## src/rtl/pic_pkg.sv

```systemverilog
package pic_pkg;
  typedef enum logic [1:0] {ST_RUN, ST_BASE, ST_LINK, ST_MODE} init_st_t;

  localparam int        SETUP_BIT  = 4;
  localparam int        READSEL_BIT = 3;
  localparam int        EOI_BIT    = 5;
  localparam int        SPEC_BIT   = 6;
  localparam int        SINGLE_BIT = 1;
  localparam int        MODEW_BIT  = 0;
  localparam int        AUTO_BIT   = 1;
  localparam logic [7:0] SHOW_ISR_CODE = 8'h0B;
endpackage

```

## src/rtl/pic_prio.sv

```systemverilog
module pic_prio #(
  parameter int N  = 8,
  parameter int LW = 3
) (
  input  logic [N-1:0]  req,
  output logic          hit,
  output logic [LW-1:0] idx
);
  always_comb begin
    hit = 1'b0;
    idx = '0;
    for (int i = N - 1; i >= 0; i--) begin
      if (req[i]) begin
        hit = 1'b1;
        idx = LW'(i);
      end
    end
  end
endmodule

```

## src/rtl/pic_cfg.sv

```systemverilog
module pic_cfg
  import pic_pkg::*;
#(
  parameter int DW = 8,
  parameter int LW = 3
) (
  input  logic             clk,
  input  logic             rst,
  input  logic             wr_cmd,
  input  logic             wr_dat,
  input  logic             rd_cmd,
  input  logic [DW-1:0]    wdata,
  output logic [DW-1:0]    mask_q,
  output logic [DW-LW-1:0] base_q,
  output logic             aeoi_q,
  output logic             in_init,
  output logic             show_isr,
  output logic             eoi_all,
  output logic             eoi_one,
  output logic [LW-1:0]    eoi_lvl
);
  init_st_t st_q;
  logic     single_q, need_mode_q;
  logic     is_setup, is_rdsel, is_svc;

  assign is_setup = wdata[SETUP_BIT];
  assign is_rdsel = !wdata[SETUP_BIT] && wdata[READSEL_BIT];
  assign is_svc   = !wdata[SETUP_BIT] && !wdata[READSEL_BIT];
  assign eoi_all  = wr_cmd && is_svc && wdata[EOI_BIT] && !wdata[SPEC_BIT];
  assign eoi_one  = wr_cmd && is_svc && wdata[EOI_BIT] && wdata[SPEC_BIT];
  assign eoi_lvl  = wdata[LW-1:0];
  assign in_init  = (st_q != ST_RUN);

  always_ff @(posedge clk) begin
    if (rst) begin
      st_q        <= ST_RUN;
      mask_q      <= '1;
      base_q      <= '0;
      aeoi_q      <= 1'b0;
      single_q    <= 1'b0;
      need_mode_q <= 1'b0;
      show_isr    <= 1'b0;
    end else begin
      if (wr_cmd && is_setup) begin
        st_q        <= ST_BASE;
        single_q    <= wdata[SINGLE_BIT];
        need_mode_q <= wdata[MODEW_BIT];
      end
      if (wr_cmd && is_rdsel && wdata == SHOW_ISR_CODE)
        show_isr <= 1'b1;
      else if (rd_cmd)
        show_isr <= 1'b0;
      if (wr_dat) begin
        case (st_q)
          ST_RUN:  mask_q <= wdata;
          ST_BASE: begin
            base_q <= wdata[DW-1:LW];
            if (!single_q)       st_q <= ST_LINK;
            else if (need_mode_q) st_q <= ST_MODE;
            else                  st_q <= ST_RUN;
          end
          ST_LINK: st_q <= need_mode_q ? ST_MODE : ST_RUN;
          default: begin
            aeoi_q <= wdata[AUTO_BIT];
            st_q   <= ST_RUN;
          end
        endcase
      end
    end
  end
endmodule

```

## src/rtl/pic_core.sv

```systemverilog
module pic_core #(
  parameter int N  = 8,
  parameter int LW = 3,
  parameter int BW = 5
) (
  input  logic          clk,
  input  logic          rst,
  input  logic [N-1:0]  irq_in,
  input  logic [N-1:0]  mask,
  input  logic [BW-1:0] base,
  input  logic          aeoi,
  input  logic          ack,
  input  logic          eoi_all,
  input  logic          eoi_one,
  input  logic [LW-1:0] eoi_lvl,
  output logic [N-1:0]  irr_q,
  output logic [N-1:0]  isr_q,
  output logic          irq_out,
  output logic [N-1:0]  vec_out
);
  logic [N-1:0]  req_q, rise, busy, elig, pick_oh, eoi_clr;
  logic          hit;
  logic [LW-1:0] idx;

  always_comb begin : busy_scan
    logic acc;
    acc = 1'b0;
    for (int i = 0; i < N; i++) begin
      acc     = acc | isr_q[i];
      busy[i] = acc;
    end
  end

  assign rise = irq_in & ~req_q;
  assign elig = irr_q & ~mask & ~busy;

  pic_prio #(.N(N), .LW(LW)) u_pick (
    .req (elig),
    .hit (hit),
    .idx (idx)
  );

  assign pick_oh = hit ? (N'(1) << idx) : '0;
  assign eoi_clr = eoi_all ? '1 : (eoi_one ? (N'(1) << eoi_lvl) : '0);

  always_ff @(posedge clk) begin
    if (rst) begin
      req_q   <= '0;
      irr_q   <= '0;
      isr_q   <= '0;
      irq_out <= 1'b0;
      vec_out <= '0;
    end else begin
      req_q   <= irq_in;
      irr_q   <= (irr_q & ~(ack ? pick_oh : '0)) | rise;
      isr_q   <= (isr_q & ~eoi_clr) | ((ack && !aeoi) ? pick_oh : '0);
      irq_out <= |elig;
      if (ack)
        vec_out <= hit ? {base, idx} : {base, {LW{1'b1}}};
    end
  end
endmodule

```

## src/rtl/pic8_ctrl.sv

```systemverilog
module pic8_ctrl #(
  parameter int DW = 8
) (
  input  logic          clk,
  input  logic          rst,
  input  logic          bus_sel,
  input  logic          wr_en,
  input  logic          rd_en,
  input  logic [DW-1:0] wdata,
  output logic [DW-1:0] rdata,
  input  logic [DW-1:0] irq_in,
  output logic          irq_out,
  input  logic          int_ack,
  output logic [DW-1:0] vec_out
);
  localparam int LW = $clog2(DW);
  localparam int BW = DW - LW;

  logic [DW-1:0] mask_q, irr_q, isr_q;
  logic [BW-1:0] base_q;
  logic          aeoi_q, in_init, show_isr, eoi_all, eoi_one;
  logic [LW-1:0] eoi_lvl;

  pic_cfg #(.DW(DW), .LW(LW)) u_cfg (
    .clk      (clk),
    .rst      (rst),
    .wr_cmd   (wr_en && !bus_sel),
    .wr_dat   (wr_en && bus_sel),
    .rd_cmd   (rd_en && !bus_sel),
    .wdata    (wdata),
    .mask_q   (mask_q),
    .base_q   (base_q),
    .aeoi_q   (aeoi_q),
    .in_init  (in_init),
    .show_isr (show_isr),
    .eoi_all  (eoi_all),
    .eoi_one  (eoi_one),
    .eoi_lvl  (eoi_lvl)
  );

  pic_core #(.N(DW), .LW(LW), .BW(BW)) u_core (
    .clk     (clk),
    .rst     (rst),
    .irq_in  (irq_in),
    .mask    (mask_q),
    .base    (base_q),
    .aeoi    (aeoi_q),
    .ack     (int_ack),
    .eoi_all (eoi_all),
    .eoi_one (eoi_one),
    .eoi_lvl (eoi_lvl),
    .irr_q   (irr_q),
    .isr_q   (isr_q),
    .irq_out (irq_out),
    .vec_out (vec_out)
  );

  always_ff @(posedge clk) begin
    if (rst)
      rdata <= '0;
    else if (rd_en)
      rdata <= bus_sel ? mask_q : (show_isr ? isr_q : irr_q);
  end
endmodule

```

## config.mk

```make
export PLATFORM = sky130hd
export DESIGN_NAME = pic8_ctrl
export DESIGN_NICKNAME = d
export VERILOG_FILES = /design/src/rtl/pic_pkg.sv /design/src/rtl/pic_prio.sv /design/src/rtl/pic_cfg.sv /design/src/rtl/pic_core.sv /design/src/rtl/pic8_ctrl.sv
export SDC_FILE = /design/constraint.sdc
export NUM_CORES = 1
export LEC_CHECK = 0
export ABC_CLOCK_PERIOD_IN_PS = 2800
export CAP_MARGIN = 40
export CORE_ASPECT_RATIO = 0.75
export CORE_MARGIN = 5
export CORE_UTILIZATION = 35
export CTS_CLUSTER_SIZE = 8
export DETAILED_ROUTE_END_ITERATION = 6
export PLACE_DENSITY = 0.66
export SYNTH_ARGS = -nofsm -noshare
export SYNTH_HDL_FRONTEND = slang
export SYNTH_HIERARCHICAL = 1
export SYNTH_SLANG_ARGS = --single-unit
export TNS_END_PERCENT = 20
```

## constraint.sdc

```tcl
create_clock -name clk -period 2.8 [get_ports clk]
set_input_delay 0.42 -clock clk [delete_from_list [all_inputs] [get_ports clk]]
set_output_delay 0.42 -clock clk [all_outputs]
set_load 0.01 [all_outputs]
```

# Yosys cells after proc, flatten, opt, wreduce, memory -nomap -nowiden
# Cells that the tools add are included.
[totals] register_bits=60 in_bits=22 output_inout_bits=17 word_cells=94
[classes] eq_ne=3 shift=2 muxes=31 bitwise=20 reduce_logical=25
[ops] cell="8-bit 2-to-1 mux" count=7
[ops] cell="8-bit AND" count=5
[ops] cell="8-bit inverter" count=5
[ops] cell="3-bit 2-to-1 mux" count=9
[ops] cell="8-bit OR" count=2
[ops] cell="1-bit by 3-bit << shifter with 8-bit output (first input constant)" count=2
[ops] cell="1-bit logical AND" count=13
[ops] cell="1-bit 2-to-1 mux" count=10
[ops] cell="8-bit by 4-bit == test with 1-bit output (second input constant)" count=1
[ops] cell="2-bit 2-to-1 mux" count=4
[ops] cell="8-bit OR reduction" count=1
[ops] cell="1-bit OR" count=7
[ops] cell="2-bit case mux with 3 select lines" count=1
[ops] cell="2-bit AND reduction" count=3
[ops] cell="1-bit logical NOT" count=5
[ops] cell="3-bit OR reduction" count=1
[ops] cell="2-bit by 1-bit == test with 1-bit output (second input constant)" count=1
[ops] cell="2-bit == test (second input constant)" count=1
[ops] cell="2-bit logical NOT" count=1
[ops] cell="2-bit nonzero test" count=1
[ops] cell="1-bit inverter" count=1

# Logic depth before layout (Yosys ltp)
[depth] depth_word=23 ltp_mapped=8 ltp_nobuf=8

# Modules after synthesis
# Netlist, hierarchy kept.
[by_module_without_submodules] module="pic_core" instances=1 cells_each=151 area_per_inst_um2=1428.9 seq_area_each_um2=660.6
[by_module_without_submodules] module="pic_cfg" instances=1 cells_each=87 area_per_inst_um2=855.8 seq_area_each_um2=380.4
[by_module_without_submodules] module="pic8_ctrl" instances=1 cells_each=49 area_per_inst_um2=555.5 seq_area_each_um2=160.2
[by_module_without_submodules] module="pic_prio" instances=1 cells_each=13 area_per_inst_um2=80.1 seq_area_each_um2=0.0

# Worst setup path before layout
# Ideal clock, no wire load.
[synth_timing] path_kind="flip-flop to flip-flop" startpoint="register u_core.isr_q[1]" endpoint="register u_core.isr_q[0]" setup_ns=0.128 arrival_time_ns=2.047 t_required_ns=2.672 path_slack_ns=0.625 stages_incl_launch_ff=8 path_buffers=0 synth_period_minus_slack_ns=2.175 path_cell_list="dfxtp_1 -> nor4_4 -> and3_1 -> a21oi_1 -> o41ai_1 -> nor2_1 -> a32oi_1 -> nor2_1"
[synth_between] elab_chain_len=21
[synth_rtl] element="start, declared" line_no="pic_core.sv:17" rtl="output logic [N-1:0] isr_q,"
[synth_rtl] element="start signal, assigned" line_no="pic_core.sv:56" rtl="isr_q <= (isr_q & ~eoi_clr) | ((ack && !aeoi) ? pick_oh : '0);"
[synth_rtl] element="1-bit OR (7 in a row)" line_no="pic_core.sv:29" rtl="acc = acc | isr_q[i];"
[synth_rtl] element="8-bit inverter" line_no="pic_core.sv:35" rtl="assign elig = irr_q & ~mask & ~busy;"
[synth_rtl] element="8-bit AND" line_no="pic_core.sv:35"
[synth_rtl] element="via u_core.elig[7]" line_no="pic_core.sv:21" rtl="logic [N-1:0] req_q, rise, busy, elig, pick_oh, eoi_clr;"
[synth_rtl] element="3-bit 2-to-1 mux (8 in a row)" line_no="pic_prio.sv:13" rtl="if (req[i]) begin"
[synth_rtl] element="via u_core.idx[0]" line_no="pic_core.sv:23" rtl="logic [LW-1:0] idx;"
[synth_rtl] element="1-bit by 3-bit << shifter with 8-bit output" line_no="pic_core.sv:43" rtl="assign pick_oh = hit ? (N'(1) << idx) : '0;"
[synth_rtl] element="8-bit 2-to-1 mux" line_no="pic_core.sv:43"
[synth_rtl] element="8-bit 2-to-1 mux" line_no="pic_core.sv:56"
[synth_rtl] element="8-bit OR" line_no="pic_core.sv:56"
# The timed path passes the listed nets, and every way through them passes these cells.
# A chain may end at the register's enable or synchronous reset.

# Worst setup path in the final report
[layout_timing] startpoint="register u_core.isr_q[0]" endpoint="register u_core.irr_q[1]"
[layout_between] elab_chain_len=23
[layout_rtl] element="1-bit OR (7 in a row)" line_no="pic_core.sv:29"
[layout_rtl] element="8-bit inverter" line_no="pic_core.sv:35"
[layout_rtl] element="8-bit AND" line_no="pic_core.sv:35"
[layout_rtl] element="via u_core.elig[7]" line_no="pic_core.sv:21"
[layout_rtl] element="3-bit 2-to-1 mux (8 in a row)" line_no="pic_prio.sv:13"
[layout_rtl] element="via u_core.idx[0]" line_no="pic_core.sv:23"
[layout_rtl] element="1-bit by 3-bit << shifter with 8-bit output" line_no="pic_core.sv:43"
[layout_rtl] element="8-bit 2-to-1 mux" line_no="pic_core.sv:43"
[layout_rtl] element="8-bit 2-to-1 mux" line_no="pic_core.sv:55" rtl="irr_q <= (irr_q & ~(ack ? pick_oh : '0)) | rise;"
[layout_rtl] element="8-bit inverter" line_no="pic_core.sv:55"
[layout_rtl] element="8-bit AND" line_no="pic_core.sv:55"
[layout_rtl] element="8-bit OR" line_no="pic_core.sv:55"
[layout_rtl] element="end signal, assigned" line_no="pic_core.sv:55"
[layout_rtl] element="end, declared" line_no="pic_core.sv:16" rtl="output logic [N-1:0] irr_q,"
# The timed path passes the listed nets, and every way through them passes these cells.

==> run_results.csv <==
group,metric,value,unit
outcome,run_status,"finished clean",
worst_hold_path,timing.hold.worst.class,"reg2reg",
power_and_ir_drop,leakage,1.30,nW
job,max_cap_viol_count,0,
logic_synthesis,yosysWarnings,6,
routing,avgRoutedWirePerCell,15.4,um
cells_and_area,antenna-diode-count,0,
floorplanning,die_area,10300,sq um
logic_synthesis,synth.largest_area_cell,"sky130_fd_sc_hd__dfxtp_1",
logic_synthesis,flops_latches_synth,60,
logic_synthesis,synth_enable_flop_cells,0,
worst_setup_path,critical-path-max-stage-delay,0.46,ns
power_and_ir_drop,power-per-cell-area,579,nW/um^2
placement,placement.io_buffers,38,
global_route,grt_pass1_wl,11100,um
power_and_ir_drop,net_switching_component_of_the_power,0.521,mW
timing,slew_violations,0,
worst_setup_path,worst_setup_path_end_kind,"flip-flop",
clocking,resized_gates_after_cts,0,
power_and_ir_drop,cellInternalPower,1.56,mW
clocking,clkSlewWorstSetupHoldPaths,0.07,ns
logic_synthesis,post_synthesis_cell_area,2920,sq um
cells_and_area,area_of_combinational_cells_with_multiple_inputs,1570,sq um
timing,timing.final.crit_share,84.3,%
floorplanning,rows,28,
cells_and_area,relative_area_change_from_synthesis_to_final_layout,23.1,%
clocking,cts.path.max_buffers,2,
timing,time_the_worst_path_needs_with_i_o_delays_and_setup,2.36,ns
placement,gp_routability_congestion,0.865,
worst_setup_path,crit_family,"compound AO/OA/AOI/OAI gates",
power_and_ir_drop,power.combinational.fraction,14.6,%
floorplanning,pin_count,39,
timing,post-route-worst-setup-slack,0.438,ns
timing,finalHoldWorstSlack,0.480,ns
worst_setup_path,critical_path_cell_sequence,"nor4_4 -> and3_1 -> a21oi_1 -> o41ai_1 -> buf_4 -> inv_1 -> o21ai_0 -> a21oi_1",
clocking,ctsRootBufferMaster,"sky130_fd_sc_hd__clkbuf_8",
floorplanning,die_w,115,um
cells_and_area,postLayoutCoreUtil,44.8,%
worst_setup_path,path_buf_inv,2,
global_route,grt_start_max_net_pins,46,
cells_and_area,num-nets-final,361,
cells_and_area,ff_latch_area,1200,sq um
worst_setup_path,cp_common_cell,"sky130_fd_sc_hd__a21oi_1",
floorplanning,die-height,89.1,um
routing,drt_pass1_iterations,4,
global_route,overflow,0,
routing,ant_nets,0,
logic_synthesis,yosysSeqAreaShare,41.1,%
timing,setup_violations,0,
power_and_ir_drop,power.share.sequential,45.1,%
routing,dr.first_iter.drc_count,190,
timing,transition_time_of_the_tightest_slew_check_pin,0.656,ns
logic_synthesis,synth_cell_type_count,52,
floorplanning,core,8020,sq um
logic_synthesis,synth_area_per_cell,9.73,sq um
routing,detail_route.wirelength,6910,um
timing,rsz_0062_raised_after_global_routing,"no",
floorplanning,start_util,36.4,%
clocking,clock_tree_from_tritoncts,"yes",
clocking,number_of_buffers_inserted_by_hold_repair_at_cts,0,
logic_synthesis,synth_fp_nets,322,
power_and_ir_drop,clkPwrFrac,40.3,%
worst_setup_path,setup.worst_path.start_class,"flip-flop",
power_and_ir_drop,ir_worst_vdd,212,uV
timing,fin_worst_skew,0.00833,ns
routing,dr_total_vias,2388,
timing,finalSetupTns,0,ns
cells_and_area,post_route_cells_drive_above_1_share,13.4,%
logic_synthesis,postSynthCellCount,300,
timing,relSlewSlack,55.6,%
logic_synthesis,yosysTopAreaCellShare,41.1,%
routing,detail_route.drc_violations,0,
clocking,postCtsSetupBuffers,0,
worst_setup_path,critPathArrivalTime,2.56,ns
clocking,cts-buffers-inserted,9,
cells_and_area,fill_cells,769,
logic_synthesis,synthTopCellsByArea,"sky130_fd_sc_hd__dfxtp_1 (41%), sky130_fd_sc_hd__mux2i_1 (6.5%), sky130_fd_sc_hd__nor2b_1 (5.8%)",
clocking,worstSkewPairLatency,0.34,ns
logic_synthesis,ys_dominant_reg_cell,"sky130_fd_sc_hd__dfxtp_1",
worst_setup_path,criticalPathCategory,"reg2reg",
global_route,grt_util_all_layers,13.8,%
power_and_ir_drop,netSwitchingFraction,25.0,%
timing,fmax,423,MHz
placement,dpl.hpwl,4960,um
placement,dp_slack,0.343,ns
global_route,grt_antenna_before_repair,0,
logic_synthesis,ys_async_sr_fraction,0,%
worst_setup_path,crit_path_top_delay_cell,"sky130_fd_sc_hd__o41ai_1",
routing,detail_route.vias_per_cell,5.32,
timing,final_hold_viol_count,0,
worst_setup_path,cp.required,3.00,ns
global_route,first_global_vias,2177,
worst_setup_path,crit_path_max_fanout,8,
clocking,cts_max_level,3,
clocking,clock_sinks,60,
==> cells in the mapped netlist (all sizes together), types with 7 or more instances <==
library cell / number
mux2i: 19
buf: 14
nor2b: 27
a21oi: 13
nand4b: 14
a211o: 8
nand2b: 17
o221ai: 8
o21ai: 11
dfxtp: 60
nor2: 27
a32oi: 7
nand2: 8
==> cell families after synthesis <==
group,after synthesis,synth area share (%)
buf+inv,26,5.14
xor+xnor,1,0.300
flops,60,41.1
compound gates,62,16.9
mux,19,6.51
simple gates,132,30.0
==> path summary, 6_finish.rpt <==
check / startpoint / to / slack, ns / depth (start not counted)
worst max-delay path: u_core/isr_q[0] / u_core/irr_q[1] / 0.44 / 8
worst min-delay path: u_cfg/single_q / u_cfg/single_q / 0.48 / 2
worst max register to register: u_core/isr_q[0] / u_core/irr_q[1] / 0.44 / 8
worst min register to register: u_cfg/single_q / u_cfg/single_q / 0.48 / 2
==> routing by layer <==
| metal | share of wire, % | GRT usage, % | vias up |
|---|---|---|---|
| li1 | - | - | 1184 |
| met5 | 0 | 0 | - |
| met1 | 50 | 19.9 | 1147 |
| met2 | 43 | 19.8 | 51 |
| met3 | 6.3 | 4.74 | 6 |
| met4 | 1.1 | 3.20 | 0 |
==> worst reg2reg max path, delay by kind of cell (launching register included) <==
kind,cells,cell delay (ns)
AO/OA/AOI/OAI,4,0.79
flip-flops,1,0.39
buffers and inverters,2,0.33
AND/OR/NAND/NOR,2,0.71
==> cell type report <==
cell class	count	area share [%]
Multi-Input combinational cell	214	43.6
Sequential cell	60	33.4
Timing Repair Buffer	48	12.5
Clock buffer	13	4.98
Clock inverter	3	1.18
Inverter	6	0.626
Tap cell	105	3.65
==> power groups by stage <==
stage / clock (mW) / sequential (mW) / combinational, mW
CTS: 0.857 / 0.940 / 0.304
floorplan: 0 / 0.952 / 0.190
finish: 0.838 / 0.940 / 0.304
global route: 0.900 / 0.946 / 0.332
global placement: 0 / 0.957 / 0.296
detailed placement: 0 / 0.959 / 0.302
==> cells in the final DEF, fill, tap and decap left out, types with 3 or more instances in the layout <==
master	count
sky130_fd_sc_hd__o221ai_2	8
sky130_fd_sc_hd__nand3_1	3
sky130_fd_sc_hd__nor3b_1	4
sky130_fd_sc_hd__mux2i_1	19
sky130_fd_sc_hd__clkbuf_8	13
sky130_fd_sc_hd__a211o_1	8
sky130_fd_sc_hd__clkdlybuf4s50_1	37
sky130_fd_sc_hd__nand4b_1	14
sky130_fd_sc_hd__nor2_1	27
sky130_fd_sc_hd__a32oi_1	7
sky130_fd_sc_hd__and3_1	4
sky130_fd_sc_hd__nand2b_1	10
sky130_fd_sc_hd__inv_1	6
sky130_fd_sc_hd__dfxtp_1	60
sky130_fd_sc_hd__buf_4	10
sky130_fd_sc_hd__nand2_1	8
sky130_fd_sc_hd__a21oi_1	13
sky130_fd_sc_hd__o21ai_0	10
sky130_fd_sc_hd__and4b_1	3
sky130_fd_sc_hd__nand2b_2	7
sky130_fd_sc_hd__nand4bb_1	3
sky130_fd_sc_hd__nor2b_1	27
sky130_fd_sc_hd__nand4_1	3
==> registers in the layout, indices dropped and copies added, names as in the netlist <==
name               count
u_cfg/st_q             2
u_cfg/need_mode_q      1
u_cfg/show_isr         1
u_core/isr_q           8
rdata                  8
u_core/irr_q           8
u_cfg/base_q           5
u_core/irq_out         1
u_core/req_q           8
u_core/vec_out         8
u_cfg/aeoi_q           1
u_cfg/mask_q           8
u_cfg/single_q         1
==> metrics by stage <==
step	cells	total power, mW	instance area (sq um)
final	449	2.08	3600
after global routing	449	2.18	3600
after CTS	449	2.10	3600
after detailed placement	433	1.26	3370
after global placement	433	1.25	3370
after floorplan	300	1.14	2920
Power figures use the tool's default switching activity.
